$ cat config.mk
export PLATFORM = sky130hd
export DESIGN_NAME = seg_xlate
export DESIGN_NICKNAME = d
export VERILOG_FILES = /design/src/rtl/seg_xlate_pkg.sv /design/src/rtl/seg_fetch_ctl.sv /design/src/rtl/seg_check.sv /design/src/rtl/seg_xlate.sv
export SDC_FILE = /design/constraint.sdc
export NUM_CORES = 1
export LEC_CHECK = 0
export BUFFER_PORTS_ARGS = -buffer_cell sky130_fd_sc_hd__buf_2
export CORE_MARGIN = 4
export CORE_UTILIZATION = 50
export DETAILED_ROUTE_END_ITERATION = 8
export GPL_TIMING_DRIVEN = 1
export PLACE_DENSITY = 0.84
export SYNTH_ARGS = -nofsm -noshare
export SYNTH_HDL_FRONTEND = slang
export SYNTH_SLANG_ARGS = --single-unit
$ cat constraint.sdc
create_clock -name clk -period 2.55 [get_ports clk]
set_input_delay 0.3825 -clock clk [delete_from_list [all_inputs] [get_ports clk]]
set_output_delay 0.3825 -clock clk [all_outputs]
set_load 0.05 [all_outputs]
$ cat src/rtl/seg_xlate_pkg.sv
package seg_xlate_pkg;
    parameter int ADDR_W  = 16;
    parameter int SEG_W   = 4;
    parameter int LEN_W   = 12;
    localparam int PERM_W  = 4;
    localparam int ENTRY_W = ADDR_W + LEN_W + PERM_W + 1;

    typedef enum logic [1:0] {
        OP_READ   = 2'b00,
        OP_WRITE  = 2'b01,
        OP_EXEC   = 2'b10,
        OP_APPEND = 2'b11
    } op_e;

    typedef enum logic [1:0] {
        ST_OK       = 2'b00,
        ST_MISSING  = 2'b01,
        ST_OVERFLOW = 2'b10,
        ST_PROTECT  = 2'b11
    } status_e;

    typedef enum logic [1:0] {
        FS_IDLE = 2'b00,
        FS_REQ  = 2'b01,
        FS_WAIT = 2'b10
    } fetch_state_e;

    typedef struct packed {
        logic [ADDR_W-1:0] base;
        logic [LEN_W-1:0]  len;
        logic              allow_append;
        logic              allow_exec;
        logic              allow_write;
        logic              allow_read;
        logic              resident;
    } seg_desc_t;

    function automatic logic op_permitted(seg_desc_t d, op_e op);
        case (op)
            OP_READ:   return d.allow_read;
            OP_WRITE:  return d.allow_write;
            OP_EXEC:   return d.allow_exec;
            default:   return d.allow_append;
        endcase
    endfunction
endpackage

$ cat src/rtl/seg_fetch_ctl.sv
module seg_fetch_ctl
    import seg_xlate_pkg::*;
(
    input  logic clk,
    input  logic rst,
    input  logic start,
    input  logic rd_vld,
    output logic busy,
    output logic rd_req,
    output logic capture
);
    fetch_state_e state_q, state_d;

    always_comb begin
        state_d = state_q;
        case (state_q)
            FS_IDLE: if (start)  state_d = FS_REQ;
            FS_REQ:              state_d = FS_WAIT;
            FS_WAIT: if (rd_vld) state_d = FS_IDLE;
            default:             state_d = FS_IDLE;
        endcase
    end

    always_ff @(posedge clk) begin
        if (rst) state_q <= FS_IDLE;
        else     state_q <= state_d;
    end

    assign busy    = (state_q != FS_IDLE);
    assign rd_req  = (state_q == FS_REQ);
    assign capture = (state_q == FS_WAIT) && rd_vld;

    // read request is a single-cycle pulse
    a_r1_req_single: assert property (@(posedge clk) disable iff (rst)
        rd_req |=> !rd_req);
    // request follows acceptance of a reference
    a_r1_req_after_start: assert property (@(posedge clk) disable iff (rst)
        (start && !busy) |=> rd_req);
    // no new request while one is already in flight
    a_r9_no_restart: assert property (@(posedge clk) disable iff (rst)
        (busy && !rd_req) |=> !rd_req);
endmodule

$ cat src/rtl/seg_check.sv
module seg_check
    import seg_xlate_pkg::*;
(
    input  seg_desc_t         desc,
    input  logic [LEN_W-1:0]  disp,
    input  op_e               op,
    output status_e           status,
    output logic [ADDR_W-1:0] real_addr
);
    logic [ADDR_W-1:0] disp_ext;
    assign disp_ext = ADDR_W'(disp);

    always_comb begin
        if (!desc.resident)           status = ST_MISSING;
        else if (disp > desc.len)     status = ST_OVERFLOW;
        else if (!op_permitted(desc, op)) status = ST_PROTECT;
        else                          status = ST_OK;
    end

    assign real_addr = (status == ST_OK) ? (desc.base + disp_ext) : '0;
endmodule

$ cat src/rtl/seg_xlate.sv
module seg_xlate
    import seg_xlate_pkg::*;
#(
    parameter int AW = ADDR_W,
    parameter int SW = SEG_W,
    parameter int LW = LEN_W,
    localparam int EW = ENTRY_W
) (
    input  logic          clk,
    input  logic          rst,
    input  logic [AW-1:0] tbl_base,
    input  logic          xl_valid,
    input  logic [SW-1:0] xl_seg,
    input  logic [LW-1:0] xl_disp,
    input  logic [1:0]    xl_op,
    output logic          xl_busy,
    output logic          mem_rd_req,
    output logic [AW-1:0] mem_rd_addr,
    input  logic          mem_rd_vld,
    input  logic [EW-1:0] mem_rd_data,
    output logic          res_valid,
    output logic [1:0]    res_status,
    output logic [AW-1:0] res_addr
);
    logic              start, capture, busy;
    logic [AW-1:0]     rd_addr_q;
    logic [LW-1:0]     disp_q;
    op_e               op_q;
    status_e           chk_status;
    logic [AW-1:0]     chk_addr;
    seg_desc_t         desc;

    assign start = xl_valid && !busy;
    assign desc  = seg_desc_t'(mem_rd_data);

    seg_fetch_ctl u_fetch (
        .clk     (clk),
        .rst     (rst),
        .start   (start),
        .rd_vld  (mem_rd_vld),
        .busy    (busy),
        .rd_req  (mem_rd_req),
        .capture (capture)
    );

    seg_check u_check (
        .desc      (desc),
        .disp      (disp_q),
        .op        (op_q),
        .status    (chk_status),
        .real_addr (chk_addr)
    );

    always_ff @(posedge clk) begin
        if (rst) begin
            rd_addr_q <= '0;
            disp_q    <= '0;
            op_q      <= OP_READ;
        end else if (start) begin
            rd_addr_q <= tbl_base + AW'(xl_seg);
            disp_q    <= xl_disp;
            op_q      <= op_e'(xl_op);
        end
    end

    always_ff @(posedge clk) begin
        if (rst) begin
            res_valid  <= 1'b0;
            res_status <= ST_OK;
            res_addr   <= '0;
        end else begin
            res_valid <= capture;
            if (capture) begin
                res_status <= chk_status;
                res_addr   <= chk_addr;
            end
        end
    end

    assign xl_busy     = busy;
    assign mem_rd_addr = rd_addr_q;

    // result follows returned data by exactly one cycle
    a_r8_result_after_data: assert property (@(posedge clk) disable iff (rst)
        res_valid |-> $past(mem_rd_vld) && $past(busy));
    // a faulted result carries no address
    a_r8_fault_addr_zero: assert property (@(posedge clk) disable iff (rst)
        (res_valid && res_status != 2'b00) |-> res_addr == '0);
    // result is a single-cycle pulse
    a_r8_result_pulse: assert property (@(posedge clk) disable iff (rst)
        res_valid |=> !res_valid);
    // read address held while a translation is in flight
    a_r9_addr_stable: assert property (@(posedge clk) disable iff (rst)
        (busy && $past(busy)) |-> $stable(mem_rd_addr));
endmodule

Word-level counts from Yosys, hierarchy flattened
Index checks and enable logic that the tools add are counted.
Word-level totals
  bits in registers: 51
  input port bits: 71
  output and inout bits: 37
  logic and storage cells: 34
Cells by class
  add/subtract/negate cells: 2
  order comparisons: 1
  equal/unequal tests: 6
  multiplexer cells: 10
  reductions and logical operators: 8
Operators by type and width (number)
  16-bit by 12-bit adder with 16-bit output: 1
  16-bit by 4-bit adder with 16-bit output: 1
  16-bit 2-to-1 mux: 1
  12-bit > comparator: 1
  2-bit 2-to-1 mux: 5
  2-bit logical NOT: 3
  2-bit case mux with 3 select lines: 1
  2-bit by 1-bit equality test with 1-bit output (second input constant): 2
  2-bit equality test (second input constant): 2
  2-bit != test (second input constant): 2
  1-bit case mux with 3 select lines: 1
  1-bit logical AND: 2
  1-bit 2-to-1 mux: 2
  2-bit AND reduction: 1
  2-bit nonzero test: 1
  1-bit logical NOT: 1

Longest topological paths before layout
Gate-level depths: netlist of the first run.
  word-level depth: 9
  gate-level depth with buffers: 10
  mapped depth without buffers: 9

By module
Synthesis of the first run repeated with hierarchy kept, for this count alone.
Second synthesis, totals
  cell total of the unflattened synthesis: 390
  area total of the unflattened synthesis: 3377.0 um2
By module, submodules not included
  seg_xlate: instances 1, cells each 231, area each 2049.5 um2, sequential area each 980.9 um2
  seg_check: instances 1, cells each 151, area each 1232.4 um2, sequential area each 0.0 um2
  seg_fetch_ctl: instances 1, cells each 8, area each 95.1 um2, sequential area each 40.0 um2

Least setup slack after synthesis of the first run
Ideal clock, no wire load.
  kind: in2reg
  start point: input mem_rd_data[17]
  end point: register res_addr[8]
  setup time: 0.117 ns
  arrival time: 2.136 ns
  required time: 2.433 ns
  setup slack: 0.297 ns
  stages on the path: 8
  path buffers: 0
  path through: ha_1 -> fa_1 -> a21oi_1 -> o21ai_1 -> a2111oi_0 -> nor3_1 -> xor2_1 -> a22o_1
On the way
  longest elaborated chain between the ends: 2
Ends and longest elaborated chain
  from (decl): RTL line seg_xlate.sv:20  | input logic [EW-1:0] mem_rd_data,
  16-bit by 12-bit adder with 16-bit output: RTL line seg_check.sv:20  | assign real_addr = (status == ST_OK) ? (desc.base + disp_ext) : '0;
  16-bit 2-to-1 mux: RTL line seg_check.sv:20
  to (signal assigned): RTL line seg_xlate.sv:75  | res_addr <= chk_addr;
  to (decl): RTL line seg_xlate.sv:23  | output logic [AW-1:0] res_addr
Every way passes these cells.
A chain may end at the register's enable or synchronous reset.

Worst setup path after layout of the first run
  start point: register disp_q[0]
  end point: register res_addr[8]
On the way
  longest elaborated chain between the ends: 5
  elaborated cells on any way between the ends: 6
  classes of those cells: 1 x add/sub; 1 x order compare; 3 x mux; 1 x reduce/logical
Ends and longest elaborated chain
  from (decl): RTL line seg_xlate.sv:27  | logic [LW-1:0] disp_q;
  from (signal assigned): RTL line seg_xlate.sv:61  | disp_q <= xl_disp;
  12-bit > comparator: RTL line seg_check.sv:15  | else if (disp > desc.len) status = ST_OVERFLOW;
  2-bit 2-to-1 mux: RTL line seg_check.sv:15
  2-bit 2-to-1 mux: RTL line seg_check.sv:14  | if (!desc.resident) status = ST_MISSING;
  2-bit logical NOT: RTL line seg_check.sv:20
  16-bit 2-to-1 mux *: RTL line seg_check.sv:20
Every way passes the cells marked *; elsewhere a longest branch is shown, timed or not.

==> flow_summary.ini, run 1 <==
[synthesis]
synth_common_cells = dfxtp_1 (51), nand2_1 (48), a21oi_1 (37)
synth_compound_area_share_pct = 24.0
yosys.area_share.simple_pct = 18.1
synth.most_common_cell = dfxtp_1
syn-num-nets = 457
synth.avg_cell_area_um2 = 8.67
synth_edf_count = 0
yosys.area.top_type = dfxtp_1
ys_seq_area_share_pct = 33.1
synth_top_family_by_area = compound AO/OA/AOI/OAI gates
synth_xor_area_share_pct = 6.53
ys_async_sr_fraction_pct = 0
synth_cells = 356
synth_area_um2 = 3090
yosysTopAreaCellShare_pct = 33.1
synth.area.mux_share_pct = 0.730
ys_ff_latch = 51
ys_top_cells_by_area = dfxtp_1 (33%), ha_1 (11%), a21oi_1 (6.0%)
synth_warnings = 0
synthAdderAreaFrac_pct = 12.6
synthDistinctLibCells = 58
synth_ff_type = dfxtp_1

[placement]
dp_slack_ns = 0.0355
dp.cells = 529
place_hpwl_um = 6070
place.gp.congestion = 0.889
dpl-instance-area_um2 = 3680
io_buffers = 107

[timing]
fin_skew_ns = 0.00999
fmax_ghz = 0.423
tns_ns = 0
setup_viol = 0
drv_slew = 0
hold-worst-slack_ns = 0.295
finalCriticalPeriod_ns = 2.37
rsz0062_at_grt = no
hold_viol_final = 0
finalCritPeriodShare_pct = 92.8
slew_headroom_pct = 33.8
max_slew.worst_pin.slew_ns = 0.989
setup_slack_ns = 0.184

[global_route]
grt_usage_pct = 20.4
grt_pass1_vias = 2807
grt_pass1_wl_um = 12200
grt_max_degree = 43
overflow = 0
antenna_found_initial = 0

[power_and_ir_drop]
p_seq_share_pct = 45.8
ir_drop_v = 0.000320
comb_power_share_pct = 28.5
switchingPower_uw = 656
p_sw_share_pct = 34.6
power.internal_mw = 1.24
p_leak_nw = 1.82
p_clk_share_pct = 25.7
fin_total_pwr_mw = 1.90
powerDensity_nw_per_um2 = 503

[run]
drv_cap = 0

[floorplanning]
row_count = 28
core_area_um2 = 5960
initial_core_util_pct = 51.8
io_pins = 108
dieArea_um2 = 7490
die_w_um = 86.6
die-height_um = 86.6

[cells_and_area]
fill_cells = 560
fin_nets = 562
final_cell_area_um2 = 3770
final_util_pct = 63.3
num_antenna_cells = 0
area_delta_synth_final_pct = 22.2
drive_gt1_share_pct = 29.0
instances_no_fill = 537

[hold_path]
min-delay-start = xl_disp[8]
hold_class = in -> reg

[worst_setup_path]
timing.critical_path.from = disp_q[0]$_SDFFE_PP0P_
cp-start-kind = register
end_kind = register
cp.arrival_ns = 2.57
required_ns = 2.76
critPathKind = reg -> reg
cp_max_fo = 5
reg2reg_from = disp_q[0]$_SDFFE_PP0P_

[cts]
cts_buffers = 5
hold_buffers = 0
cts_max_path_buffers = 2
htree_levels = 2
cts.sinks = 51
cts_resized = 0
cts_root_buf = clkbuf_8
cts_setup_buffers = 0
cts_tree = done
clk_latency_ns = 0.31
clk_pin_slew_ns = 0.10

[routing]
via_count = 2964
routed_wl_um = 7620
drcViolationCount = 0
dr.pass1.iters = 4
viasPerCell = 5.52
drt_iter0_markers = 104
wl_per_cell_um = 14.2
detail-route-antenna-nets = 0

[run_status]
status = finished clean
## area by class of cell
cell class | instances | area (um2) | area share [%]
repair buffers | 112 | 573 | 15.2
flip-flops and latches | 51 | 1020 | 27.1
clock inverters | 2 | 16.3 | 0.431
well taps | 75 | 93.8 | 2.49
multi-input cells | 270 | 1920 | 50.8
inverters | 21 | 78.8 | 2.09
clock buffers | 6 | 72.6 | 1.92
## power by group through the flow
stage / Combinational (mW) / Clock (mW) / Sequential, mW
2_1_floorplan: 0.296 / 0 / 0.971
6_report: 0.541 / 0.488 / 0.868
4_1_cts: 0.542 / 0.501 / 0.869
3_5_place_dp: 0.541 / 0 / 0.886
3_3_place_gp: 0.522 / 0 / 0.884
5_1_grt: 0.599 / 0.524 / 0.875
## sequential cells by signal (all words and copies together), names as in the netlist
signal and count:
u_fetch.state_q 2, op_q 2, res_addr 16, res_status 2
mem_rd_addr 16, res_valid 1, disp_q 12
## cells by family after synthesis
family,Yosys count
xor+xnor,23
flops,51
fa+ha+maj,30
buf+inv,35
simple gates,112
mux,1
compound gates,104
## per-layer routing
| metal | global-route usage [%] | up-vias | wire length, um |
|---|---|---|---|
| met2 | 36.2 | 124 | 3680 |
| met1 | 22.5 | 1347 | 3020 |
| li1 | - | 1485 | - |
| met5 | 0 | - | 0 |
| met4 | 7.08 | 0 | 106 |
| met3 | 7.13 | 8 | 813 |
## critical path, stage by stage, from the launching register on
cell       delay (ns)
dfxtp_1          0.34
ha_1             0.23
fa_1             0.42
a21oi_1          0.19
o21ai_1          0.19
a2111oi_0        0.43
nor3_1           0.12
xor2_1           0.15
a22o_1           0.19
## final timing paths
check,end,slack [ns],cells past startpoint
setup / recovery,res_addr[8]$_SDFFE_PP0P_,0.18,8
hold / removal,disp_q[8]$_SDFFE_PP0P_,0.29,3
hold reg to reg,mem_rd_addr[4]$_SDFFE_PP0P_,0.46,2
setup reg to reg,res_addr[8]$_SDFFE_PP0P_,0.18,8
## cells in the final DEF, fill, tap and decap left out, types with 7 or more instances in the layout
cell,count
buf_2,107
a21oi_1,37
dfxtp_1,51
xnor2_1,17
a22o_1,10
ha_1,28
a211oi_1,14
inv_1,21
a21o_1,7
nand2_1,48
o21ai_0,7
nor2_1,24
Power figures use the tool's default switching activity.
==> inputs of run 2 (changes only) <==
--- a/config.mk
+++ b/config.mk
@@ -9,6 +9,6 @@
 export CORE_MARGIN = 4
-export CORE_UTILIZATION = 50
+export CORE_UTILIZATION = 54
 export DETAILED_ROUTE_END_ITERATION = 8
 export GPL_TIMING_DRIVEN = 1
-export PLACE_DENSITY = 0.84
+export PLACE_DENSITY = 0.89
 export SYNTH_ARGS = -nofsm -noshare
==> constraint.sdc (replaced) <==
create_clock -name clk -period 3 [get_ports clk]
set_input_delay 0.45 -clock clk [delete_from_list [all_inputs] [get_ports clk]]
set_output_delay 0.45 -clock clk [all_outputs]
set_load 0.02 [all_outputs]
==> flow_summary.ini, run 2 (synthesis gave the netlist of run 1 again) <==
[run_status]
status = finished clean

[cts]
cts_root_buf = clkbuf_8
cts.sinks = 51
cts_tree = done
cts_resized = 0
cts_setup_buffers = 0
clk_latency_ns = 0.31
cts_max_path_buffers = 2
htree_levels = 2
clk_pin_slew_ns = 0.10
cts_buffers = 5
hold_buffers = 0

[power_and_ir_drop]
p_clk_share_pct = 27.2
switchingPower_uw = 510
p_seq_share_pct = 47.1
fin_total_pwr_mw = 1.57
p_leak_nw = 1.81
power.internal_mw = 1.06
powerDensity_nw_per_um2 = 417
ir_drop_v = 0.000292
p_sw_share_pct = 32.5
comb_power_share_pct = 25.7

[global_route]
antenna_found_initial = 0
overflow = 0
grt_pass1_wl_um = 12200
grt_pass1_vias = 2926
grt_max_degree = 39
grt_usage_pct = 20.8

[cells_and_area]
drive_gt1_share_pct = 28.9
seq_area_um2 = 1020
fin_nets = 560
final_common_cell = buf_2
final_util_pct = 67.9
layout_common_cells = buf_2 (107), dfxtp_1 (51), nand2_1 (48), a21oi_1 (37), ha_1 (28)
multiInputGateArea_um2 = 1920
fill_cells = 490
num_antenna_cells = 0
area_delta_synth_final_pct = 21.8

[hold_path]
holdPathStages = 2
hold_class = in -> reg

[worst_setup_path]
cp.arrival_ns = 2.61
rr_worst_depth = 8
required_ns = 3.22
critPathKind = reg -> reg
cp_max_fo = 5
cp-start-kind = register
end_kind = register

[timing]
fmax_ghz = 0.417
fin_skew_ns = 0.00877
setup_slack_ns = 0.601
rsz0062_at_grt = no
max_slew.worst_pin.slew_ns = 0.594
finalCritPeriodShare_pct = 80.0
drv_slew = 0
slew_headroom_pct = 60.3
finalCriticalPeriod_ns = 2.40
hold_viol_final = 0
tns_ns = 0
setup_viol = 0

[placement]
place_hpwl_um = 5920
dp_slack_ns = 0.360
place.gp.congestion = 0.947
io_buffers = 107

[floorplanning]
initial_core_util_pct = 55.7
row_count = 27
die-height_um = 83.6
dieArea_um2 = 6990
io_pins = 108
die_w_um = 83.6
core_area_um2 = 5540

[routing]
wl_per_cell_um = 13.9
viasPerCell = 5.46
dr.pass1.iters = 4
via_count = 2906
routed_wl_um = 7390
drt_iter0_markers = 91
detail-route-antenna-nets = 0
drcViolationCount = 0

[run]
drv_cap = 0
==> run 2: area by class of cell <==
type	count	share of cell area, %
clock inverters	3	0.732
flip-flops and latches	51	27.2
well taps	72	2.40
clock buffers	5	1.83
inverters	21	2.10
repair buffers	110	14.8
multi-input cells	270	50.9
==> run 2: worst max-delay path: stages (launching register included) <==
cell     delay (ns)
dfxtp_1        0.34
ha_1           0.23
fa_1           0.42
a21oi_1        0.20
o21ai_1        0.19
a22oi_1        0.31
nor4b_1        0.10
a311o_1        0.33
a22o_1         0.19
==> run 2: routing by layer <==
layer / wire [um] / GRT usage, % / vias to the layer above
li1: - / - / 1487
met1: 3100 / 23.4 / 1309
met2: 3600 / 37.5 / 101
met3: 572 / 5.33 / 9
met4: 112 / 7.60 / 0
met5: 0 / 0 / -
==> run 2: path summary, 6_finish.rpt <==
kind                                     from                     endpoint  slack (ns)
hold reg to reg   mem_rd_addr[2]$_SDFFE_PP0P_  mem_rd_addr[2]$_SDFFE_PP0P_        0.46
setup reg to reg       disp_q[0]$_SDFFE_PP0P_    res_addr[14]$_SDFFE_PP0P_        0.60
hold / removal                 mem_rd_data[0]   res_status[0]$_SDFFE_PP0P_        0.36
setup / recovery       disp_q[0]$_SDFFE_PP0P_    res_addr[14]$_SDFFE_PP0P_        0.60
==> run 2: stage by stage <==
| stage | hold slack [ns] | instances | area (um2) |
|---|---|---|---|
| after floorplan | 0.441 | 356 | 3090 |
| after detailed placement | 0.447 | 524 | 3660 |
| final | 0.360 | 532 | 3760 |
| after CTS | 0.356 | 532 | 3760 |
| after global routing | 0.369 | 532 | 3760 |
| after global placement | 0.435 | 524 | 3660 |
==> run 2: power groups by stage <==
stage	logic, mW	clock network [mW]	registers (mW)
finish	0.403	0.427	0.739
global route	0.449	0.462	0.744
CTS	0.403	0.436	0.739
detailed placement	0.402	0	0.753
global placement	0.385	0	0.752
floorplan	0.246	0	0.775
==> inputs of run 3 (changes only) <==
CORE_UTILIZATION = 46   (was 54)
PLACE_DENSITY = 0.81   (was 0.89)
clock period = 2.2 ns   (was 3 ns; I/O delays follow)
==> flow_summary.ini, run 3 (synthesis gave the netlist of run 1 again) <==
[run_status]
status = finished clean

[placement]
place_hpwl_um = 6280
dp.cells = 545
dpl-instance-area_um2 = 3800
io_buffers = 107
place.gp.congestion = 0.890

[timing]
fmax_ghz = 0.471
setup_viol = 0
drv_slew = 0
fin_skew_ns = 0.00538
slew_headroom_pct = 34.3
finalCriticalPeriod_ns = 2.12
hold_viol_final = 0
finalCritPeriodShare_pct = 96.5
max_slew.worst_pin.slew_ns = 0.981

[global_route]
grt_max_degree = 30
grt_pass1_vias = 2810
use_met2_pct = 34.7
grt_usage_pct = 18.8
antenna_found_initial = 0
busiest_layer = met2
grt_use_met1_pct = 20.2
grt_pass1_wl_um = 12700
grt_use_met3_pct = 6.76
overflow = 0

[cts]
htree_levels = 2
cts.sinks = 51
cts_buffers = 5
clk_latency_ns = 0.31
cts_tree = done
cts_max_path_buffers = 2
cts_root_buf = clkbuf_8
hold_buffers = 0
clk_pin_slew_ns = 0.10

[worst_setup_path]
rr_worst_depth = 8
cp-start-kind = register
crit_path_max_incr_delay_ns = 0.41
end_kind = register
required_ns = 2.41
critPathKind = reg -> reg
cp_max_fo = 5
cp_cell_sequence = ha_2 > fa_2 > a21oi_4 > o21ai_4 > a221o_1 > a21oi_1 > xnor2_1 > a22o_1
cp.arrival_ns = 2.33
critPathSlowestCell = fa_2
reg2reg_slack_ns = 0.08

[power_and_ir_drop]
ir_drop_v = 0.000281
fin_total_pwr_mw = 2.18
p_leak_nw = 1.92
powerDensity_nw_per_um2 = 549

[floorplanning]
initial_core_util_pct = 48.1
row_count = 29
io_pins = 108
dieArea_um2 = 8080
die_w_um = 89.9
core_area_um2 = 6420
die-height_um = 89.9

[cells_and_area]
drive_gt1_share_pct = 33.5
fin_nets = 578
layout_common_cells = buf_2 (107), dfxtp_1 (50), nand2_1 (48), a21oi_1 (36), ha_1 (27)
area_delta_synth_final_pct = 28.7
fill_cells = 562
final_cell_area_um2 = 3970
num_antenna_cells = 0
instances_no_fill = 555
final_common_cell = buf_2

[routing]
viasPerCell = 5.38
via_count = 2984
drcViolationCount = 0
wl_per_cell_um = 14.1
dr.pass1.iters = 4
drt_iter0_markers = 107
detail-route-antenna-nets = 0
routed_wl_um = 7840

[hold_path]
holdPathStages = 3
hold_class = in -> reg

[run]
drv_cap = 0
run 3: worst max-delay path: cells and delay by family (launching register included):
kind / cells / cell delay, ns
AOI/OAI and AO/OA: 5 / 1.02
adders and majority gates: 2 / 0.59
DFF: 1 / 0.33
xor gates and xnor gates: 1 / 0.08
run 3: area by class of cell:
type                            instances  area [um2]  area share [%]
Clock inverter                          3        22.5           0.567
Sequential cell                        51        1020            25.7
Inverter                               21        78.8            1.98
Timing Repair Buffer                  128         706            17.8
Multi-Input combinational cell        270        1980            49.8
Clock buffer                            5        68.8            1.73
Tap cell                               77        96.3            2.43
run 3: timing repair:
item,CTS,global route
setup endpoints to repair,3,4
buffers inserted,0,2
pin swaps,1,7
resized for setup,4,9
run 3: final timing paths:
path	from	to
min	xl_disp[9]	disp_q[9]$_SDFFE_PP0P_
max	disp_q[0]$_SDFFE_PP0P_	res_addr[12]$_SDFFE_PP0P_
min reg2reg	mem_rd_addr[2]$_SDFFE_PP0P_	mem_rd_addr[2]$_SDFFE_PP0P_
max reg2reg	disp_q[0]$_SDFFE_PP0P_	res_addr[12]$_SDFFE_PP0P_
run 3: per-stage QoR:
| stage | TNS, ns | utilization [%] | worst slack, ns | hold WS (ns) |
|---|---|---|---|---|
| after floorplan | 0 | - | 0.0172 | 0.439 |
| after global placement | -0.355 | 59.2 | -0.148 | 0.436 |
| after detailed placement | -0.577 | 59.2 | -0.252 | 0.444 |
| after CTS | 0 | 60.8 | 0.0231 | 0.240 |
| after global routing | -0.00296 | 61.9 | -0.00296 | 0.237 |
| final | 0 | 61.9 | 0.0776 | 0.249 |
run 3: power by group:
part	internal, mW	leakage [nW]	switching [mW]
sequential	0.972	0.417	0.0327
combinational	0.274	1.45	0.341
clock	0.231	0.0489	0.332
total	1.48	1.92	0.706
run 3: metal layers:
| layer | vias up | wire length [um] |
|---|---|---|
| li1 | 1521 | - |
| met2 | 113 | 3790 |
| met1 | 1334 | 3210 |
| met5 | - | 0 |
| met4 | 0 | 133 |
| met3 | 16 | 703 |
